--- src/rtl/dws_pkg.sv ---
package dws_pkg;

  // State of one qualified flag
  typedef enum logic [1:0] {
    FL_OFF  = 2'd0,
    FL_LOW  = 2'd1,
    FL_HIGH = 2'd2
  } flagState_t;

  // Strobes from control to one datapath counter
  typedef struct packed {
    logic clr;
    logic inc;
  } cntCmd_t;

endpackage

--- src/rtl/dws_datapath.sv ---
module dws_datapath
  import dws_pkg::*;
#(
  parameter int NUM_FLAGS   = 4,
  parameter int QUAL_CYCLES = 20_000_000,
  parameter int FILT_CYCLES = 3750
) (
  input  logic                           clk,
  input  logic                           rstN,
  input  cntCmd_t [NUM_FLAGS-1:0]        cmd,
  output logic    [NUM_FLAGS-1:0]        hitQual,
  output logic    [NUM_FLAGS-1:0]        hitFilt
);

  localparam int MAX_LIM = (QUAL_CYCLES > FILT_CYCLES) ? QUAL_CYCLES : FILT_CYCLES;
  localparam int CNT_W   = $clog2(MAX_LIM + 1);
  localparam logic [CNT_W-1:0] QUAL_LAST = CNT_W'(QUAL_CYCLES - 1);
  localparam logic [CNT_W-1:0] FILT_LAST = CNT_W'(FILT_CYCLES - 1);

  for (genvar f = 0; f < NUM_FLAGS; f++) begin : g_cnt
    logic [CNT_W-1:0] cntQ;

    always_ff @(posedge clk or negedge rstN) begin
      if (!rstN) begin
        cntQ <= '0;
      end else if (cmd[f].clr) begin
        cntQ <= '0;
      end else if (cmd[f].inc) begin
        cntQ <= cntQ + 1'b1;
      end
    end

    assign hitQual[f] = (cntQ == QUAL_LAST);
    assign hitFilt[f] = (cntQ == FILT_LAST);
  end

endmodule

--- src/rtl/dws_control.sv ---
module dws_control
  import dws_pkg::*;
#(
  parameter int                 NUM_FLAGS = 4,
  parameter logic [NUM_FLAGS-1:0] INIT_HIGH = '0
) (
  input  logic                    clk,
  input  logic                    rstN,
  input  logic    [NUM_FLAGS-1:0] gate,
  input  logic    [NUM_FLAGS-1:0] condOk,
  input  logic    [NUM_FLAGS-1:0] hitQual,
  input  logic    [NUM_FLAGS-1:0] hitFilt,
  output cntCmd_t [NUM_FLAGS-1:0] cmd,
  output logic    [NUM_FLAGS-1:0] flagOut
);

  for (genvar f = 0; f < NUM_FLAGS; f++) begin : g_flag
    flagState_t stateQ, stateD;
    cntCmd_t    cmdD;

    always_comb begin
      stateD   = stateQ;
      cmdD.clr = 1'b0;
      cmdD.inc = 1'b0;
      if (!gate[f]) begin
        stateD   = FL_OFF;
        cmdD.clr = 1'b1;
      end else begin
        unique case (stateQ)
          FL_OFF: begin
            stateD   = INIT_HIGH[f] ? FL_HIGH : FL_LOW;
            cmdD.clr = 1'b1;
          end
          FL_LOW: begin
            if (!condOk[f]) begin
              cmdD.clr = 1'b1;
            end else if (hitQual[f]) begin
              stateD   = FL_HIGH;
              cmdD.clr = 1'b1;
            end else begin
              cmdD.inc = 1'b1;
            end
          end
          FL_HIGH: begin
            if (condOk[f]) begin
              cmdD.clr = 1'b1;
            end else if (hitFilt[f]) begin
              stateD   = FL_LOW;
              cmdD.clr = 1'b1;
            end else begin
              cmdD.inc = 1'b1;
            end
          end
          default: begin
            stateD   = FL_OFF;
            cmdD.clr = 1'b1;
          end
        endcase
      end
    end

    always_ff @(posedge clk or negedge rstN) begin
      if (!rstN) stateQ <= FL_OFF;
      else       stateQ <= stateD;
    end

    assign cmd[f]     = cmdD;
    assign flagOut[f] = (stateQ == FL_HIGH);
  end

endmodule

--- src/rtl/dual_window_supervisor.sv ---
module dual_window_supervisor
  import dws_pkg::*;
#(
  parameter int NUM_PAIRS   = 2,
  parameter int QUAL_CYCLES = 20_000_000,
  parameter int FILT_CYCLES = 3750
) (
  input  logic                 clk,
  input  logic                 rstN,
  input  logic                 biasOk,
  input  logic [NUM_PAIRS-1:0] en,
  input  logic [NUM_PAIRS-1:0] uvAbove,
  input  logic [NUM_PAIRS-1:0] ovAbove,
  output logic [NUM_PAIRS-1:0] uvStatus,
  output logic [NUM_PAIRS-1:0] ovStatus,
  output logic [NUM_PAIRS-1:0] pwrGood
);

  localparam int NUM_FLAGS = 2 * NUM_PAIRS;
  // Odd flag of each pair is the high-side flag and starts asserted
  localparam logic [NUM_FLAGS-1:0] OV_MASK = {NUM_PAIRS{2'b10}};

  logic    [NUM_FLAGS-1:0] gate, condOk, hitQual, hitFilt, flagOut;
  cntCmd_t [NUM_FLAGS-1:0] cmd;

  for (genvar p = 0; p < NUM_PAIRS; p++) begin : g_pair
    assign gate[2*p]     = biasOk & en[p];
    assign gate[2*p+1]   = biasOk & en[p];
    assign condOk[2*p]   = uvAbove[p];
    assign condOk[2*p+1] = ~ovAbove[p];
    assign uvStatus[p]   = flagOut[2*p];
    assign ovStatus[p]   = flagOut[2*p+1];
    assign pwrGood[p]    = flagOut[2*p] & flagOut[2*p+1];
  end

  dws_control #(
    .NUM_FLAGS (NUM_FLAGS),
    .INIT_HIGH (OV_MASK)
  ) u_ctrl (
    .clk     (clk),
    .rstN    (rstN),
    .gate    (gate),
    .condOk  (condOk),
    .hitQual (hitQual),
    .hitFilt (hitFilt),
    .cmd     (cmd),
    .flagOut (flagOut)
  );

  dws_datapath #(
    .NUM_FLAGS   (NUM_FLAGS),
    .QUAL_CYCLES (QUAL_CYCLES),
    .FILT_CYCLES (FILT_CYCLES)
  ) u_dp (
    .clk     (clk),
    .rstN    (rstN),
    .cmd     (cmd),
    .hitQual (hitQual),
    .hitFilt (hitFilt)
  );

endmodule

--- config.mk ---
export PLATFORM = sky130hd
export DESIGN_NAME = dual_window_supervisor
export DESIGN_NICKNAME = d
export VERILOG_FILES = /design/src/rtl/dws_pkg.sv /design/src/rtl/dws_datapath.sv /design/src/rtl/dws_control.sv /design/src/rtl/dual_window_supervisor.sv
export SDC_FILE = /design/constraint.sdc
export NUM_CORES = 1
export LEC_CHECK = 0
export ABC_AREA = 1
export BUFFER_PORTS_ARGS = -buffer_cell sky130_fd_sc_hd__buf_2
export CORE_AREA = 2 2 102 153
export DETAILED_ROUTE_END_ITERATION = 12
export DIE_AREA = 0 0 104 155
export GPL_TIMING_DRIVEN = 1
export PLACE_DENSITY = 0.71
export SLEW_MARGIN = 20
export SYNTH_ARGS = -nofsm -noshare
export SYNTH_HDL_FRONTEND = slang
export SYNTH_SLANG_ARGS = --single-unit
--- constraint.sdc ---
create_clock -name clk -period 2.25 [get_ports clk]
set_clock_uncertainty 0.1 [all_clocks]
set_input_delay 0.45 -clock clk [delete_from_list [all_inputs] [get_ports clk]]
set_output_delay 0.45 -clock clk [all_outputs]
set_load 0.02 [all_outputs]
==> out/qor.yml, run 1 <==
sta:
  period_share_pct: 93.3
  drv_slew: 0
  max-slew-margin-rel_pct: 68.0
  setup_viol: 0
  hold_violations: 0
  min_period_ns: 2.10
  tns_ns: 0
  timing.hold.ws_ns: 0.387
  setup_slack_ns: 0.151
  worst-slew-pin-transition_ns: 0.480
  max_freq_mhz: 476
logic_synthesis:
  synth_top_flop_cell: "dfrtp_1"
  synth_area_leaders: "dfrtp_1 34%, nand2_1 16%, nand3_1 11%"
  synth_top_area_share_pct: 33.7
  ys_async_sr_fraction_pct: 100
  synth_area_sq_um: 8030
  ys_top_cells_by_count: "334 x nand2_1, 220 x nor2_1, 184 x nand3_1"
  ys_seq_area_share_pct: 33.7
  syn-num-nets: 1273
  yosysTopAreaCell: "dfrtp_1"
  synthMostInstantiatedCell: "nand2_1"
  synth_warnings: 0
  post_synth_inst_count: 1240
  avgSynthCellArea_sq_um: 6.48
  netlist-cell-type-count: 31
  synth.ff_latch_count: 108
  synth_edf_count: 0
route:
  drt_wl_total_um: 19600
  first_pass_iters: 5
  vias: 7695
  drc: 0
  drtIter0Drc: 326
  final_antenna_net_count: 0
  wl_per_cell_um: 13.4
  vias_per_cell: 5.28
placed_design:
  dp_hpwl_um: 14100
  dpl.cell_count: 1438
  numPortBuffers: 14
  gp_congestion: 0.930
  place_ws_ns: 0.0583
critical_path:
  crit_fanout: 5
  worst-endpoint-required_ns: 1.70
  r2r_end: "u_dp.g_cnt[1].cntQ[20]"
  crit_cells: 5
  slowest_delay_ns: 0.42
  path_cells: "inv_1 -> ha_1 -> nand2_1 -> inv_1 -> buf_2"
  cpLargestDelayFamily: "flip-flops"
  crit-reg2reg-launch: "u_dp.g_cnt[1].cntQ[1]"
  crit_path_frequent_cell: "inv_1"
  worstSetupPathType: "reg -> out"
  critPathLaunchType: "flip-flop"
  crit_arrival_ns: 1.55
  reg2reg_slack_ns: 0.17
  rr_worst_depth: 12
  end_kind: "primary output"
  cp_num_buf_inv: 3
  crit_slowest_cell: "dfrtp_1"
power:
  combPwrFrac_pct: 8.7
  pwr-share-seq_pct: 47.4
  clkPwrFrac_pct: 43.9
  power_density_nw_per_um2: 473
  p_sw_w: 0.00109
  power_switching_share_pct: 26.3
  ir_worst_vdd_mv: 0.384
  leakagePower_nw: 4.02
  power.internal_w: 0.00305
clock_tree:
  cts_sinks: 108
  max-clock-path-buffers: 2
  root_buffer: "clkbuf_16"
  clk_latency_ns: 0.37
  clk_pin_slew_ns: 0.08
  htreeDepth: 3
  cts_tree: "done"
  numCtsBuffers: 9
global_routing:
  grt_overflow: 0
  grt_start_max_net_pins: 51
  grt_pass1_vias: 7351
  grt_first_pass_wirelength_um: 33100
  antenna_found_initial: 0
  grt_usage_pct: 24.7
die:
  start_util_pct: 54.0
  ios: 15
  num_rows: 55
  die_h_um: 155
  core-area_sq_um: 14900
  fp.dieW_um: 104
  dieArea_sq_um: 16100
worst_hold_path:
  worst_hold_path.endpoint: "u_ctrl.g_flag[2].stateQ[1]"
  hp-class: "in -> reg"
  whs_path_depth: 4
  hold_start: "uvAbove[1]"
final_layout:
  finish.utilization_pct: 58.9
  antenna-diode-count: 0
  nets: 1287
  drive_above_1_share_pct: 7.39
  layout.cells.non_filler: 1458
  syn_to_final_growth_pct: 9.10
run_status:
  outcome: "finished clean"
job:
  cap_violations: 0
cells in the final DEF, fill, tap and decap left out, drive strengths merged:
| master | count |
|---|---|
| clkbuf | 9 |
| nor3 | 37 |
| dfrtp | 108 |
| nand2 | 345 |
| nor2 | 229 |
| xnor2 | 13 |
| clkinv | 1 |
| a21o | 2 |
| and3 | 2 |
| clkinvlp | 1 |
| o21bai | 3 |
| a21oi | 51 |
| o22ai | 1 |
| nor3b | 2 |
| nor4 | 1 |
| o21ai | 6 |
| dlygate4sd3 | 1 |
| xor2 | 25 |
| ha | 24 |
| inv | 147 |
| buf | 36 |
| nand4 | 21 |
| nand3b | 2 |
| nand3 | 190 |
| bufinv | 2 |
kinds of logic after synthesis:
| group | count (synthesis) | synth area share, % |
|---|---|---|
| and+or+nand+nor | 828 | 44.7 |
| buffers and inverters | 180 | 9.61 |
| DFF | 108 | 33.7 |
| AOI/OAI and AO/OA | 62 | 4.18 |
| xor gates and xnor gates | 38 | 4.14 |
| adders and majority gates | 24 | 3.74 |
power groups by stage:
stage          logic (W)  clock network (W)  registers, W
2_1_floorplan   0.000232                  0       0.00200
3_3_place_gp    0.000342                  0       0.00200
3_5_place_dp    0.000346                  0       0.00200
4_1_cts         0.000348            0.00185       0.00196
5_1_grt         0.000404            0.00193       0.00196
6_report        0.000359            0.00182       0.00196
how the worst max path moves through the flow:
stage,start,endpoint,slack (ns)
global placement,u_dp.g_cnt[1].cntQ[0],u_dp.g_cnt[1].cntQ[7],0.08
floorplan,u_dp.g_cnt[3].cntQ[0],u_dp.g_cnt[3].cntQ[12],0.38
detailed placement,u_dp.g_cnt[1].cntQ[0],u_dp.g_cnt[1].cntQ[13],0.06
finish,u_ctrl.g_flag[3].stateQ[0],pwrGood[1],0.15
CTS,u_dp.g_cnt[1].cntQ[0],u_dp.g_cnt[1].cntQ[13],0.06
global route,u_dp.g_cnt[2].cntQ[1],u_dp.g_cnt[2].cntQ[1],-0.02
worst reg2reg max path, stage by stage (launching register included):
cell,delay (ns)
dfrtp_1,0.41
ha_2,0.23
inv_1,0.09
nor2_4,0.20
nand2_4,0.11
nor2_4,0.13
nand2_2,0.09
nand3_2,0.10
nand2_4,0.09
nand3_4,0.11
buf_4,0.20
nand3_1,0.09
nand2_1,0.08
area by class of cell:
class                      instances  area (sq um)
fill                            1493          6100
clock buffer                       9           225
clock inverter                     7           105
multi-input combinational        954          4620
tap                              199           249
timing repair buffer              37           318
inverter                         144           541
sequential                       108          2710
through the flow:
step / cell area, sq um / total power (W)
final: 8760 / 0.00414
after global routing: 8760 / 0.00429
after CTS: 8680 / 0.00416
after detailed placement: 8340 / 0.00235
after global placement: 8340 / 0.00234
after floorplan: 8030 / 0.00223
flip-flops by register name (all words and copies together) (netlist names):
name,cells
u_dp.g_cnt.cntQ,100
u_ctrl.g_flag.stateQ,8
repair_timing:
item                                    in CTS  in global routing
setup buffers                                0                  1
resized for setup                            0                 15
endpoints found under the setup margin       0                 77
hold endpoints to repair                    31                  0
hold buffers                                 1                  0
metal layers:
metal | share of wire, % | global-route usage (%)
met5 | 0 | 0
met4 | 3.0 | 10.4
met3 | 2.8 | 3.02
met2 | 52 | 45.7
met1 | 42 | 28.6
(Power assumes the default switching activity.)
==> run 2: changes to the inputs <==
Settings changed: REMOVE_ABC_BUFFERS set to 1.
==> run 2 against run 1 <==
  * Via count grew 1.4%
  * Clock power decreased by 2%
  * Critical path depth rose by 8
  * Combinational power increased by 3%
  * Sequential power about the same
  * Worst hold slack worse by 0.023 ns
  * Flip-flop and latch count unchanged
  * Sequential share of layout area fell by 0.69 points
  * Register-to-register slack worse by 0.04 ns
  * Cell count is 1.5% higher
==> out/qor.yml, run 2 (same netlist as run 1, synthesis figures left out) <==
clock_tree:
  max-clock-path-buffers: 2
  cts_sinks: 108
  htreeDepth: 3
  numCtsBuffers: 9
  root_buffer: "clkbuf_16"
  clk_latency_ns: 0.36
  cts_tree: "done"
  clk_pin_slew_ns: 0.08
global_routing:
  grt_pass1_vias: 7187
  grt_start_max_net_pins: 49
  grt_overflow: 0
  antenna_found_initial: 0
  grt_usage_pct: 24.4
  grt_first_pass_wirelength_um: 32800
placed_design:
  place_ws_ns: -0.136
  place_area_sq_um: 8510
  numPortBuffers: 14
  dpl.cell_count: 1457
  dp_hpwl_um: 14000
  gp_congestion: 0.955
critical_path:
  slowest_delay_ns: 0.47
  worstSetupPathType: "reg -> reg"
  path_cells: "ha_1 -> nand3_2 -> inv_2 -> nand2_2 -> nor2_1 -> nand2_1 -> nand2_1 -> nand2_1 -> nand2_1 -> nor2_2 -> buf_4 -> nand3_1 -> nand2_1"
  crit_path_frequent_cell: "nand2_1"
  crit_arrival_ns: 2.32
  worst-endpoint-required_ns: 2.44
  critPathLaunchType: "flip-flop"
  crit_fanout: 20
  crit_slowest_cell: "dfrtp_2"
  end_kind: "flip-flop"
sta:
  max_freq_mhz: 471
  drv_slew: 0
  period_share_pct: 94.3
  max-slew-margin-rel_pct: 66.8
  tns_ns: 0
  setup_slack_ns: 0.129
  worst-slew-pin-transition_ns: 0.494
  hold_violations: 0
  min_period_ns: 2.12
  setup_viol: 0
die:
  dieArea_sq_um: 16100
  core-area_sq_um: 14900
  die_h_um: 155
  start_util_pct: 54.0
  ios: 15
  num_rows: 55
  fp.dieW_um: 104
final_layout:
  final_cell_area_sq_um: 8960
  final_cell_mix: "333 x nand2_1, 217 x nor2_1, 184 x nand3_1"
  seqCellArea_sq_um: 2710
  syn_to_final_growth_pct: 11.6
  top_register: "u_dp.g_cnt.cntQ"
  largest_reg_flops: 100
  layout.cells.non_filler: 1480
  nets: 1309
  reg.largest.list: "u_dp.g_cnt.cntQ x100, u_ctrl.g_flag.stateQ x8"
  final_common_cell: "nand2_1"
  fill_cells: 1478
  drive_above_1_share_pct: 8.98
  finish.utilization_pct: 60.3
  antenna-diode-count: 0
  multiInputGateArea_sq_um: 4610
job:
  cap_violations: 0
route:
  first_pass_iters: 5
  vias_per_cell: 5.27
  final_antenna_net_count: 0
  wl_per_cell_um: 13.0
  drc: 0
  drt_wl_total_um: 19200
  vias: 7799
  drtIter0Drc: 339
power:
  ir_worst_vdd_mv: 0.291
  leakagePower_nw: 4.15
  power_density_nw_per_um2: 459
worst_hold_path:
  hp-class: "in -> reg"
run_status:
  outcome: "finished clean"
[run 2: cell count changes in the layout (fill, tap and decap cells not counted)]
cell and change:
a21oi_1 +1, nor2_4 +1, buf_8 +1, clkinv_2 +1, a21oi_4 -1, a21oi_2 -1, nor3_1 -1, buf_12 +3
nor3_2 +1, inv_8 -1, nor2_2 -1, buf_4 +19
[run 2: critical path: cells and delay by family (launching register included)]
family | cells | cell delay (ns)
fa+ha+maj | 1 | 0.28
buf+inv | 2 | 0.31
flops | 1 | 0.47
simple gates | 10 | 0.89
[run 2: final cells by class]
| class | instances | share of cell area (%) |
|---|---|---|
| sequential | 108 | 30.2 |
| clock buffer | 9 | 2.51 |
| multi-input combinational | 953 | 51.4 |
| timing repair buffer | 60 | 5.98 |
| inverter | 144 | 6.03 |
| tap | 199 | 2.78 |
| clock inverter | 7 | 1.10 |
[run 2: stage by stage]
stage	total power, W	hold WS [ns]
2_1_floorplan	0.00220	0.0544
3_5_place_dp	0.00235	0.256
3_3_place_gp	0.00235	0.255
4_1_cts	0.00414	0.357
5_1_grt	0.00426	0.410
6_report	0.00411	0.363
[run 2: timing repair]
item	CTS	global route
hold endpoints to repair	16	0
cloned	1	0
pin swaps	1	1
endpoints found under the setup margin	34	77
hold buffers	1	0
setup buffers	1	4
gates resized for setup	1	16
[run 2: layer usage]
layer,share of wire (%),up-vias,global-route usage [%]
met5,0,-,0
met3,2.9,45,3.06
met2,51,143,44.1
met1,43,3613,29.2
li1,-,3998,-
met4,2.7,0,10.5
[run 2: where the power goes]
group / leakage [nW] / internal (W) / switching [W]
clock: 0.156 / 0.000986 / 0.000794
combinational: 2.49 / 0.000114 / 0.000256
sequential: 1.50 / 0.00195 / 0.0000121
total: 4.15 / 0.00305 / 0.00106
[run 2: final timing paths]
kind,start,to,slack (ns),cells past startpoint
worst max-delay path,u_dp.g_cnt[2].cntQ[0],u_dp.g_cnt[2].cntQ[10],0.13,13
worst min-delay path,uvAbove[1],u_ctrl.g_flag[2].stateQ[1],0.36,4
worst max register to register,u_dp.g_cnt[2].cntQ[0],u_dp.g_cnt[2].cntQ[10],0.13,13
worst min register to register,u_dp.g_cnt[0].cntQ[22],u_dp.g_cnt[0].cntQ[22],0.42,2
max in group asynchronous,rstN,u_dp.g_cnt[3].cntQ[5],1.10,3
min in group asynchronous,rstN,u_dp.g_cnt[1].cntQ[2],0.41,2
